**src/rtl/vdp_arb_pkg.sv**
```systemverilog
package vdp_arb_pkg;
   localparam int NUM_MASTERS = 3;
   localparam int MIDX_W      = 2;

   // index order doubles as priority order: lowest index wins
   typedef enum logic [MIDX_W-1:0] {
      MST_SPR = 2'd0,
      MST_CPU = 2'd1,
      MST_DMA = 2'd2
   } master_e;

   typedef enum logic [1:0] {
      DMA_IDLE  = 2'd0,
      DMA_FETCH = 2'd1,
      DMA_OFFER = 2'd2
   } dma_state_e;

   localparam logic [1:0] SETUP_WR_FLAG = 2'b01;
endpackage

```
**src/rtl/vdp_arb_ctx.sv**
```systemverilog
module vdp_arb_ctx #(
   parameter int N       = 3,
   parameter int VADDR_W = 14
) (
   input  logic               clk,
   input  logic               rst_n,
   input  logic [N-1:0]       seek,
   input  logic [VADDR_W-1:0] seek_addr [N],
   input  logic [N-1:0]       inc,
   output logic [VADDR_W-1:0] ctx       [N]
);
   // one shadow of the port's auto-incrementing address per master
   for (genvar g = 0; g < N; g++) begin : g_ctx
      always_ff @(posedge clk or negedge rst_n) begin
         if (!rst_n)       ctx[g] <= '0;
         else if (seek[g]) ctx[g] <= seek_addr[g];
         else if (inc[g])  ctx[g] <= ctx[g] + 1'b1;
      end
   end
endmodule

```
**src/rtl/vdp_arb_dma.sv**
```systemverilog
module vdp_arb_dma
   import vdp_arb_pkg::*;
#(
   parameter int VADDR_W = 14,
   parameter int DRAM_AW = 20,
   parameter int LEN_W   = 16
) (
   input  logic               clk,
   input  logic               rst_n,
   input  logic               start,
   input  logic [DRAM_AW-1:0] src,
   input  logic [VADDR_W-1:0] dst,
   input  logic [LEN_W-1:0]   len,
   output logic               dram_rd,
   output logic [DRAM_AW-1:0] dram_addr,
   input  logic               dram_ack,
   input  logic [7:0]         dram_rdata,
   output logic               port_req,
   output logic [7:0]         port_data,
   input  logic               grant,
   output logic               ctx_seek,
   output logic [VADDR_W-1:0] ctx_addr,
   output logic               done
);
   dma_state_e         state;
   logic [LEN_W-1:0]   remain;
   logic [7:0]         hold;
   logic               take;

   assign take      = start && (state == DMA_IDLE);
   assign ctx_seek  = take;
   assign ctx_addr  = dst;
   assign dram_rd   = (state == DMA_FETCH);
   assign port_req  = (state == DMA_OFFER);
   assign port_data = hold;

   always_ff @(posedge clk or negedge rst_n) begin
      if (!rst_n) begin
         state     <= DMA_IDLE;
         remain    <= '0;
         hold      <= '0;
         dram_addr <= '0;
         done      <= 1'b0;
      end else begin
         case (state)
            DMA_IDLE: if (take) begin
               dram_addr <= src;
               remain    <= len;
               done      <= (len == '0);
               state     <= (len == '0) ? DMA_IDLE : DMA_FETCH;
            end
            DMA_FETCH: if (dram_ack) begin
               hold      <= dram_rdata;
               dram_addr <= dram_addr + 1'b1;
               state     <= DMA_OFFER;
            end
            DMA_OFFER: if (grant) begin
               remain <= remain - 1'b1;
               if (remain == LEN_W'(1)) begin
                  done  <= 1'b1;
                  state <= DMA_IDLE;
               end else begin
                  state <= DMA_FETCH;
               end
            end
            default: state <= DMA_IDLE;
         endcase
      end
   end

   // a read stays posted with a steady address until answered
   a_r8_dram_hold: assert property (@(posedge clk) disable iff (!rst_n)
      dram_rd && !dram_ack |=> dram_rd && $stable(dram_addr));
   // an accepted nonzero start leaves the flag low
   a_r9_done_clear: assert property (@(posedge clk) disable iff (!rst_n)
      start && (state == DMA_IDLE) && (len != '0) |=> !done);
   // a start during a running copy leaves the byte count alone
   a_r10_busy_start: assert property (@(posedge clk) disable iff (!rst_n)
      start && (state == DMA_FETCH) |=> remain == $past(remain));
endmodule

```
**src/rtl/vdp_port_arbiter.sv**
```systemverilog
module vdp_port_arbiter
   import vdp_arb_pkg::*;
#(
   parameter int VADDR_W = 14,
   parameter int DRAM_AW = 20,
   parameter int LEN_W   = 16,
   parameter int GAP_W   = 4
) (
   input  logic               clk,
   input  logic               rst_n,
   input  logic [GAP_W-1:0]   gap_cycles,
   input  logic               spr_req,
   input  logic [7:0]         spr_data,
   input  logic               spr_seek,
   input  logic [VADDR_W-1:0] spr_seek_addr,
   output logic               spr_ack,
   input  logic               cpu_req,
   input  logic [7:0]         cpu_data,
   input  logic               cpu_seek,
   input  logic [VADDR_W-1:0] cpu_seek_addr,
   output logic               cpu_ack,
   input  logic               dma_start,
   input  logic [DRAM_AW-1:0] dma_src,
   input  logic [VADDR_W-1:0] dma_dst,
   input  logic [LEN_W-1:0]   dma_len,
   output logic               dma_done,
   output logic               dram_rd,
   output logic [DRAM_AW-1:0] dram_addr,
   input  logic               dram_ack,
   input  logic [7:0]         dram_rdata,
   output logic               vdp_we,
   output logic               vdp_mode,
   output logic [7:0]         vdp_wdata
);
   localparam int N      = NUM_MASTERS;
   localparam int IDLE_W = GAP_W + 1;
   localparam int HI_W   = (VADDR_W > 8) ? VADDR_W - 8 : 1;

   if (VADDR_W < 9 || VADDR_W > 14) begin : g_bad_vaddr
      $error("VADDR_W must lie in 9..14 to fit the two-byte setup");
   end
   if (GAP_W < 1 || LEN_W < 1 || DRAM_AW < 1) begin : g_bad_width
      $error("GAP_W, LEN_W and DRAM_AW must be positive");
   end

   logic [N-1:0]       req_v, seek_v, inc_v, ack_q, cand;
   logic [VADDR_W-1:0] seek_addr_v [N];
   logic [VADDR_W-1:0] ctx_v       [N];
   logic [7:0]         data_v      [N];
   logic               dma_req, dma_seek;
   logic [7:0]         dma_data;
   logic [VADDR_W-1:0] dma_seek_addr;

   logic [GAP_W-1:0]   gap_cnt;
   logic               slot, hi_pend, loaded_vld, hit;
   logic [MIDX_W-1:0]  win, cur, loaded_id;
   logic [5:0]         hi_bits;

   assign req_v  = {dma_req, cpu_req, spr_req};
   assign seek_v = {dma_seek, cpu_seek, spr_seek};
   assign seek_addr_v[MST_SPR] = spr_seek_addr;
   assign seek_addr_v[MST_CPU] = cpu_seek_addr;
   assign seek_addr_v[MST_DMA] = dma_seek_addr;
   assign data_v[MST_SPR] = spr_data;
   assign data_v[MST_CPU] = cpu_data;
   assign data_v[MST_DMA] = dma_data;
   assign spr_ack = ack_q[MST_SPR];
   assign cpu_ack = ack_q[MST_CPU];

   vdp_arb_ctx #(.N(N), .VADDR_W(VADDR_W)) i_ctx (
      .clk(clk), .rst_n(rst_n), .seek(seek_v), .seek_addr(seek_addr_v),
      .inc(inc_v), .ctx(ctx_v));

   vdp_arb_dma #(.VADDR_W(VADDR_W), .DRAM_AW(DRAM_AW), .LEN_W(LEN_W)) i_dma (
      .clk(clk), .rst_n(rst_n), .start(dma_start), .src(dma_src),
      .dst(dma_dst), .len(dma_len), .dram_rd(dram_rd), .dram_addr(dram_addr),
      .dram_ack(dram_ack), .dram_rdata(dram_rdata), .port_req(dma_req),
      .port_data(dma_data), .grant(ack_q[MST_DMA]), .ctx_seek(dma_seek),
      .ctx_addr(dma_seek_addr), .done(dma_done));

   // a master whose ack is showing has not yet had a chance to move on
   assign cand = req_v & ~ack_q;
   always_comb begin
      win = MIDX_W'(MST_DMA);
      for (int i = N - 1; i >= 0; i--)
         if (cand[i]) win = MIDX_W'(i);
   end

   assign slot = (gap_cnt == '0);
   assign hit  = loaded_vld && (loaded_id == win);

   always_comb begin
      inc_v = '0;
      if (slot && !hi_pend && (|cand) && hit) inc_v[win] = 1'b1;
   end

   assign hi_bits = 6'(ctx_v[cur][VADDR_W-1 -: HI_W]);

   always_ff @(posedge clk or negedge rst_n) begin
      if (!rst_n) begin
         gap_cnt    <= '0;
         hi_pend    <= 1'b0;
         cur        <= '0;
         loaded_vld <= 1'b0;
         loaded_id  <= '0;
         ack_q      <= '0;
         vdp_we     <= 1'b0;
         vdp_mode   <= 1'b0;
         vdp_wdata  <= '0;
      end else begin
         vdp_we <= 1'b0;
         ack_q  <= '0;
         if (!slot) gap_cnt <= gap_cnt - 1'b1;
         if (slot && hi_pend) begin
            vdp_we     <= 1'b1;
            vdp_mode   <= 1'b1;
            vdp_wdata  <= {SETUP_WR_FLAG, hi_bits};
            hi_pend    <= 1'b0;
            loaded_vld <= 1'b1;
            loaded_id  <= cur;
            gap_cnt    <= gap_cycles;
         end else if (slot && (|cand)) begin
            vdp_we  <= 1'b1;
            gap_cnt <= gap_cycles;
            if (hit) begin
               vdp_mode   <= 1'b0;
               vdp_wdata  <= data_v[win];
               ack_q[win] <= 1'b1;
            end else begin
               vdp_mode  <= 1'b1;
               vdp_wdata <= ctx_v[win][7:0];
               hi_pend   <= 1'b1;
               cur       <= win;
            end
         end
         // a moved context no longer matches what the port holds
         if (seek_v[loaded_id]) loaded_vld <= 1'b0;
      end
   end

   // ---- checking state kept beside the sequencer ----
   logic              lo_seen, any_strobe;
   logic [IDLE_W-1:0] idle;
   logic [GAP_W-1:0]  gap_lat;

   always_ff @(posedge clk or negedge rst_n) begin
      if (!rst_n) begin
         lo_seen    <= 1'b0;
         any_strobe <= 1'b0;
         idle       <= '0;
         gap_lat    <= '0;
      end else begin
         if (vdp_we && vdp_mode) lo_seen <= ~lo_seen;
         if (vdp_we) begin
            any_strobe <= 1'b1;
            idle       <= '0;
            gap_lat    <= gap_cycles;
         end else if (idle != {IDLE_W{1'b1}}) begin
            idle <= idle + 1'b1;
         end
      end
   end

   // the high setup byte directly follows the low one
   a_r3_setup_pair: assert property (@(posedge clk) disable iff (!rst_n)
      vdp_we && lo_seen |-> vdp_mode);
   // second setup byte carries the write flag in bits 7:6
   a_r4_write_flag: assert property (@(posedge clk) disable iff (!rst_n)
      vdp_we && vdp_mode && lo_seen |-> vdp_wdata[7:6] == 2'b01);
   // spacing between strobes
   a_r6_min_gap: assert property (@(posedge clk) disable iff (!rst_n)
      vdp_we && any_strobe |-> idle >= IDLE_W'(gap_lat));
   // at most one acknowledge, and only with a data strobe
   a_r7_one_ack: assert property (@(posedge clk) disable iff (!rst_n)
      $onehot0(ack_q));
   a_r7_ack_data: assert property (@(posedge clk) disable iff (!rst_n)
      (|ack_q) |-> vdp_we && !vdp_mode);
   // the copy engine never wins over an eligible sprite or CPU request
   a_r2_dma_lowest: assert property (@(posedge clk) disable iff (!rst_n)
      ack_q[MST_DMA] |-> !$past(spr_req && !spr_ack) && !$past(cpu_req && !cpu_ack));
endmodule

```
**config.mk**
```make
export PLATFORM = sky130hd
export DESIGN_NAME = vdp_port_arbiter
export DESIGN_NICKNAME = d
export VERILOG_FILES = /design/src/rtl/vdp_arb_pkg.sv /design/src/rtl/vdp_arb_ctx.sv /design/src/rtl/vdp_arb_dma.sv /design/src/rtl/vdp_port_arbiter.sv
export SDC_FILE = /design/constraint.sdc
export NUM_CORES = 1
export LEC_CHECK = 0
export BUFFER_PORTS_ARGS = -buffer_cell sky130_fd_sc_hd__buf_2
export CORE_UTILIZATION = 30
export CTS_BUF_LIST = sky130_fd_sc_hd__clkbuf_16
export CTS_CLUSTER_SIZE = 40
export DETAILED_ROUTE_END_ITERATION = 10
export SYNTH_ARGS = -nofsm -noshare
export SYNTH_HDL_FRONTEND = slang
export SYNTH_HIERARCHICAL = 1
export SYNTH_SLANG_ARGS = --single-unit
```
**constraint.sdc**
```tcl
create_clock -name clk -period 5.3 [get_ports clk]
set_input_delay 0 -clock clk [delete_from_list [all_inputs] [get_ports clk]]
set_output_delay 0 -clock clk [all_outputs]
set_load 0.1 [all_outputs]
```
# Word level (Yosys, flattened, before mapping)
# Cells that the tools add are included.
dict set report word_totals {
  ff_bits 112
  out_inout_bits 34
  wordCells 128
}
dict set report classes {
  add_sub_neg 6
  magnitude_cmp 5
  eq_ne 10
  mux 57
  bitwise_logic 6
  n_reduce_logical 27
}
# cell count
set ops {}
lappend ops {{14-bit two-way mux} 8}
lappend ops {{14-bit binary-select mux with 2-bit select} 2}
lappend ops {{8-bit two-way mux} 7}
lappend ops {{14-bit by 1-bit adder with 14-bit output (second input constant)} 3}
lappend ops {{20-bit two-way mux} 2}
lappend ops {{20-bit case mux with 2 select lines} 1}
lappend ops {{16-bit two-way mux} 2}
lappend ops {{16-bit case mux with 2 select lines} 1}
lappend ops {{20-bit by 1-bit adder with 20-bit output (second input constant)} 1}
lappend ops {{1-bit two-way mux} 17}
lappend ops {{8-bit binary-select mux with 2-bit select} 1}
lappend ops {{16-bit by 1-bit equality test with 1-bit output (second input constant)} 1}
lappend ops {{16-bit zero test} 1}
lappend ops {{16-bit by 1-bit subtractor with 16-bit output (second input constant)} 1}
lappend ops {{2-bit nonzero test} 7}
lappend ops {{3-bit two-way mux} 4}
lappend ops {{4-bit two-way mux} 3}
lappend ops {{3-bit AND reduction} 4}
lappend ops {{2-bit two-way mux} 5}
lappend ops {{1-bit logical AND} 8}
lappend ops {{3-bit >= comparator (second input constant)} 2}
lappend ops {{2-bit by 3-bit less-than comparator with 1-bit output (second input constant)} 2}
lappend ops {{2-bit by 1-bit inequality test with 1-bit output (second input constant)} 3}
lappend ops {{2-bit NOT with 3-bit output} 2}
lappend ops {{other kinds (20)} 23}

# Depth between registers and ports, before layout
dict set report logic_depth {
  word_depth 11
  ltp_mapped 13
  depth_no_buf 9
}

# Hierarchy
# The synthesis kept the hierarchy.
# mod instances cells_per_inst area_per_inst_um2 seq_area_each_um2
set modules_own_cells {}
lappend modules_own_cells {vdp_arb_dma 1 327 2919.0 1176.1}
lappend modules_own_cells {vdp_arb_ctx 1 245 2237.1 1051.0}
lappend modules_own_cells {vdp_port_arbiter 1 183 1722.9 575.6}

# Worst setup path after synthesis
# Ideal clock, no wire load.
dict set report synth_timing {
  path_type {register to register}
  from {reg ack_q[0]}
  to {reg i_ctx/ctx[26] in the netlist's numbering}
  arrival_time_ns 3.518
  required_ns 5.218
  setup_slack_ns 1.700
  stages_incl_launch_ff 11
  n_path_buf 1
  synth_period_minus_slack_ns 3.600
  cell_sequence {dfrtp_1 and2b_1 buf_4 nor3_2 nor3_1 or3_1 nor3_1 and3_4 nand3_2 or4_1 a31oi_1}
}
dict set report synth_via {
  elab_chain_cells 9
  elab_cells_between_ends 15
  classes_between {order compare: 2; eq/ne: 1; mux: 4; bitwise: 2; reduce/logical: 6}
}
# element line
set synth_rtl {}
lappend synth_rtl {{start, declared} vdp_port_arbiter.sv:46} ;# logic [N-1:0] req_v, seek_v, inc_v, ack_q, cand;
lappend synth_rtl {{start signal, assigned} vdp_port_arbiter.sv:106} ;# ack_q <= '0;
lappend synth_rtl {{start signal, assigned} vdp_port_arbiter.sv:112} ;# ack_q <= '0;
lappend synth_rtl {{start signal, assigned by index} vdp_port_arbiter.sv:128} ;# ack_q[win] <= 1'b1;
lappend synth_rtl {{3-bit NOT (*)} vdp_port_arbiter.sv:82} ;# assign cand = req_v & ~ack_q;
lappend synth_rtl {{3-bit AND (*)} vdp_port_arbiter.sv:82}
lappend synth_rtl {{2-bit two-way mux} vdp_port_arbiter.sv:86} ;# if (cand[i]) win = MIDX_W'(i);
lappend synth_rtl {{2-bit by 3-bit less-than comparator with 1-bit output (not written as such) / 2-bit by 1-bit >= comparator with 1-bit output (equally long branches)} vdp_port_arbiter.sv:94} ;# if (slot && !hi_pend && (|cand) && hit) inc_v[win] = 1'b1;
lappend synth_rtl {{1-bit logical AND (not written as such)} vdp_port_arbiter.sv:94}
lappend synth_rtl {{1-bit two-way mux (not written as such)} vdp_port_arbiter.sv:94}
lappend synth_rtl {{1-bit demux with 2-bit select} vdp_port_arbiter.sv:94}
lappend synth_rtl {{3-bit two-way mux (*)} vdp_port_arbiter.sv:94}
lappend synth_rtl {{named net inc_v[1]} vdp_port_arbiter.sv:46}
lappend synth_rtl {{2-bit nonzero test (no line) (*)} n/a}
lappend synth_rtl {{end signal, assigned by index} vdp_arb_ctx.sv:16} ;# else if (seek[g]) ctx[g] <= seek_addr[g];
lappend synth_rtl {{end signal, assigned by index} vdp_arb_ctx.sv:17} ;# else if (inc[g]) ctx[g] <= ctx[g] + 1'b1;
lappend synth_rtl {{end, declared} vdp_arb_ctx.sv:10} ;# output logic [VADDR_W-1:0] ctx [N]
# Mark *: on every way through the listed nets, which the timed path passes. The rest lies on a longest branch.
# A chain may end at the register's enable or synchronous reset.

# Worst setup path after layout
dict set report layout_timing {
  from {reg i_dma.state[0]}
  to {reg i_ctx/ctx[11] in the netlist's numbering}
}
dict set report layout_via {
  elab_chain_cells 7
  elab_cells_between_ends 10
  classes_between {eq/ne: 1; mux: 2; bitwise: 1; reduce/logical: 6}
}
# element line
set layout_rtl {}
lappend layout_rtl {{start, declared} vdp_arb_dma.sv:25} ;# dma_state_e state;
lappend layout_rtl {{start signal, assigned} vdp_arb_dma.sv:50} ;# state <= (len == '0) ? DMA_IDLE : DMA_FETCH;
lappend layout_rtl {{2-bit equality test} vdp_arb_dma.sv:34} ;# assign port_req = (state == DMA_OFFER);
lappend layout_rtl {{named net dma_req} vdp_port_arbiter.sv:50} ;# logic dma_req, dma_seek;
lappend layout_rtl {{3-bit AND} vdp_port_arbiter.sv:82}
lappend layout_rtl {{3-bit OR reduction} vdp_port_arbiter.sv:94}
lappend layout_rtl {{1-bit logical AND (2 in series)} vdp_port_arbiter.sv:94}
lappend layout_rtl {{3-bit two-way mux} vdp_port_arbiter.sv:94}
lappend layout_rtl {{named net inc_v[2]} vdp_port_arbiter.sv:46}
lappend layout_rtl {{2-bit nonzero test (no line)} n/a}
# The timed path passes the listed nets, and every way through them passes these cells.

==> impl_results.md <==
* Status: finished, violations left
* Failing checks: DRC
* Routed Antenna Nets at 0
* Final setup fails at 0
* Synth unique cells at 75
* Primary FF master, synth: dfrtp_1
* Setup_tns at 0 ns
* Overflow left after global routing at 0
* Cells on worst reg2reg path at 9
* # resized after CTS at 0
* Worst setup SP type: register
* Largest net degree at the start of global routing at 58
* Post-Route WL at 20300 um
* Die Wd at 153 um
* Worst vdd ir at 296 uV
* Register area share after synthesis at 40.7%
* Worst-case clock buffer depth at 2
* CTS H-Tree Depth at 3
* CP arrival at 3.98 ns
* Drt drc at 2
* Share of cells above drive strength 1 at 22.3%
* Hold crit path type: input port to register
* Hold Path Origin: dma_len[4]
* Critical path class: register to register
* CTS tree: yes
* Initial antenna violation count at 0
* Slew headroom at 25.0%
* Die Ht at 153 um
* Clk_skew at 0.00930 ns
* #FFs+latches synth at 112
* Reg2Reg Capture Point: i_ctx/ctx[11]
* GPL Wtd Cong at 0.867
* Slew @ Worst Pin at 1.12 ns
* Inst Count DP at 1129
* CP required at 5.55 ns
* Final Net Count at 1056
* Iter 0 DRT Violations at 356
* First-pass GRT wire length at 31900 um
* CTS sink count at 112
* Hold Crit Depth at 3
* Total number of vias at 6351
* Reg2reg start: i_dma/state[0]
* Worst-Skew Late Latency at 0.36 ns
* DR pass1 iterations at 8
* Max Clock Freq at 268 MHz
* Ports at 148
* Clk pin slew, worst setup/hold paths at 0.07 ns
* Final Max Tran Viols at 0
* Diodes inserted at 0
* Site Rows at 55
* CP max FO at 29
* R2R Setup Slk at 1.57 ns
* WL/cell at 16.6 um
* IO Port Bufs at 147
* Crit path time final at 3.73 ns
* Die ar. at 23500 um^2
* Clock Tree Root: clkbuf_16
* Postcts setup bufs at 0
* MaxCap Viol Count at 0
* Synth Warn # at 6
* Syn_nets at 877
* Synthesis-to-layout area growth at 27.2%
* Syn_area_per_cell at 9.11 um^2
* Final period utilization at 70.3%
* Initial Util at 30.5%
* Utilization after layout at 38.8%
* Core area at 22600 um^2
* RSZ-0062 raised after global routing: no
* Crit. End Element: register
* Cell Area, Synth at 6880 um^2
* Total track usage at 17.3%
* EDFF count, synth at 0
* End of the worst hold path: i_dma/remain[4]
* CTS Buf Count at 9
* Mapped Cells at 755
* Number of global-route vias before repair at 6038
* Power Density at 530 nW/um^2
* Post-DP HPWL at 14700 um
* Vias/cell at 5.19
* Final hold violations at 0
* Non-filler cells in the finished layout at 1223
* Ys async rst share at 100%
* Cell leakage power at 3.58 nW
## synth_stat cells (all sizes together) (7+ instances only)
| cell | n | area (um^2) |
|---|---|---|
| a211oi | 14 | 135 |
| a21oi | 33 | 165 |
| a2bb2oi | 8 | 70.1 |
| a31oi | 7 | 43.8 |
| buf | 25 | 186 |
| clkbuf | 37 | 170 |
| dfrtp | 112 | 2800 |
| ha | 8 | 100 |
| inv | 15 | 56.3 |
| mux2 | 16 | 180 |
| mux2i | 28 | 280 |
| nand2 | 90 | 338 |
| nand3 | 18 | 100 |
| nand4 | 25 | 156 |
| nor2 | 45 | 169 |
| nor3 | 28 | 145 |
| nor4 | 19 | 125 |
| o21ai | 73 | 365 |
| o22ai | 14 | 87.6 |
| or4 | 8 | 67.6 |
| xnor2 | 25 | 219 |
| xor2 | 14 | 123 |
## sequential cells by signal, indices dropped and copies added (netlist names), 2 cells and up
register / flops
loaded_id: 2
cur: 2
gap_cnt: 4
i_dma/remain: 16
i_dma/dram_addr: 20
i_dma/state: 2
i_dma/port_data: 8
i_ctx/ctx: 42
ack_q: 3
vdp_wdata: 8
## cells by family (layout without fill, tap and decap cells)
group                      after synthesis  after routing  share of synthesized area, %
xor gates and xnor gates                39             39                          4.97
muxes                                   44             44                          6.69
DFF                                    112            112                          40.7
AOI/OAI and AO/OA                      199            199                          19.2
buffers and inverters                   78            261                          6.06
and+or+nand+nor                        275            275                          20.9
adders and majority gates                8              8                          1.46
## layout make-up
class,count,area (um^2)
repair buffers,230,1560
flip-flops and latches,112,2800
inverters,16,60.1
clock buffers,9,225
fillers,2288,13800
clock inverters,6,85.1
multi-input cells,565,3660
well taps,285,357
## power breakdown
part,switching [mW],internal (mW),total [mW]
clock network,0.328,0.412,0.740
registers,0.414,1.17,1.59
logic,1.63,0.681,2.31
total,2.37,2.27,4.63
## placed cells by master (no fill, tap or decap), types with 7 or more instances in the layout
master	count
nor4_1	18
o21ai_0	73
a2bb2oi_1	8
nor3_1	27
inv_1	16
nand3_1	16
dlygate4sd3_1	79
nand2_1	90
dfrtp_1	112
nand4_1	25
o22ai_1	14
clkbuf_16	9
buf_2	146
a21oi_1	33
ha_1	8
a31oi_1	7
xor2_1	14
nor2_1	45
a211oi_1	8
mux2_2	16
xnor2_1	25
mux2i_1	28
## through the flow
| step | instance area (um^2) | hold WS, ns | setup slack [ns] | power, mW |
|---|---|---|---|---|
| 4_1_cts | 8750 | 0.00651 | 1.56 | 4.66 |
| 3_5_place_dp | 7650 | 0.126 | 1.59 | 3.86 |
| 3_3_place_gp | 7650 | 0.131 | 1.69 | 3.83 |
| 2_1_floorplan | 6880 | -0.296 | 1.70 | 3.38 |
| 5_1_grt | 8750 | 0.0254 | 1.22 | 4.92 |
| 6_report | 8750 | 0.00833 | 1.57 | 4.63 |
## worst max-delay path: stages, from the launching register on
cell and delay [ns]:
dfrtp_1 0.51, nand2b_1 0.43, inv_1 0.70, nor2b_1 0.38, nand2_1 0.12, nor2_1 0.42
nand4_1 0.31, nor4_1 0.37, xor2_1 0.10, mux2_2 0.27
## layer usage
layer	up-vias	share of wire [%]	track usage, %
li1	3127	-	-
met1	3012	46	23.2
met2	192	47	28.5
met3	20	5.1	2.89
met4	0	1.6	4.86
met5	-	0	0
## worst max-delay path by stage
stage | from | to | cells past startpoint
final | i_dma/state[0] | i_ctx/ctx[11] | 9
after global routing | i_dma/state[0] | i_ctx/ctx[11] | 9
after CTS | i_dma/state[0] | i_ctx/ctx[11] | 9
after detailed placement | i_dma/state[0] | i_ctx/ctx[11] | 9
after global placement | i_dma/state[0] | i_ctx/ctx[11] | 9
after floorplan | ack_q[0] | i_ctx/ctx[26] | 10
## what timing repair did
item / 4_1_cts / 5_1_grt
hold buffers: 79 / 0
endpoints found under the setup margin: 0 / 0
endpoints found under the hold margin: 134 / 0
(Power assumes the default switching activity.)
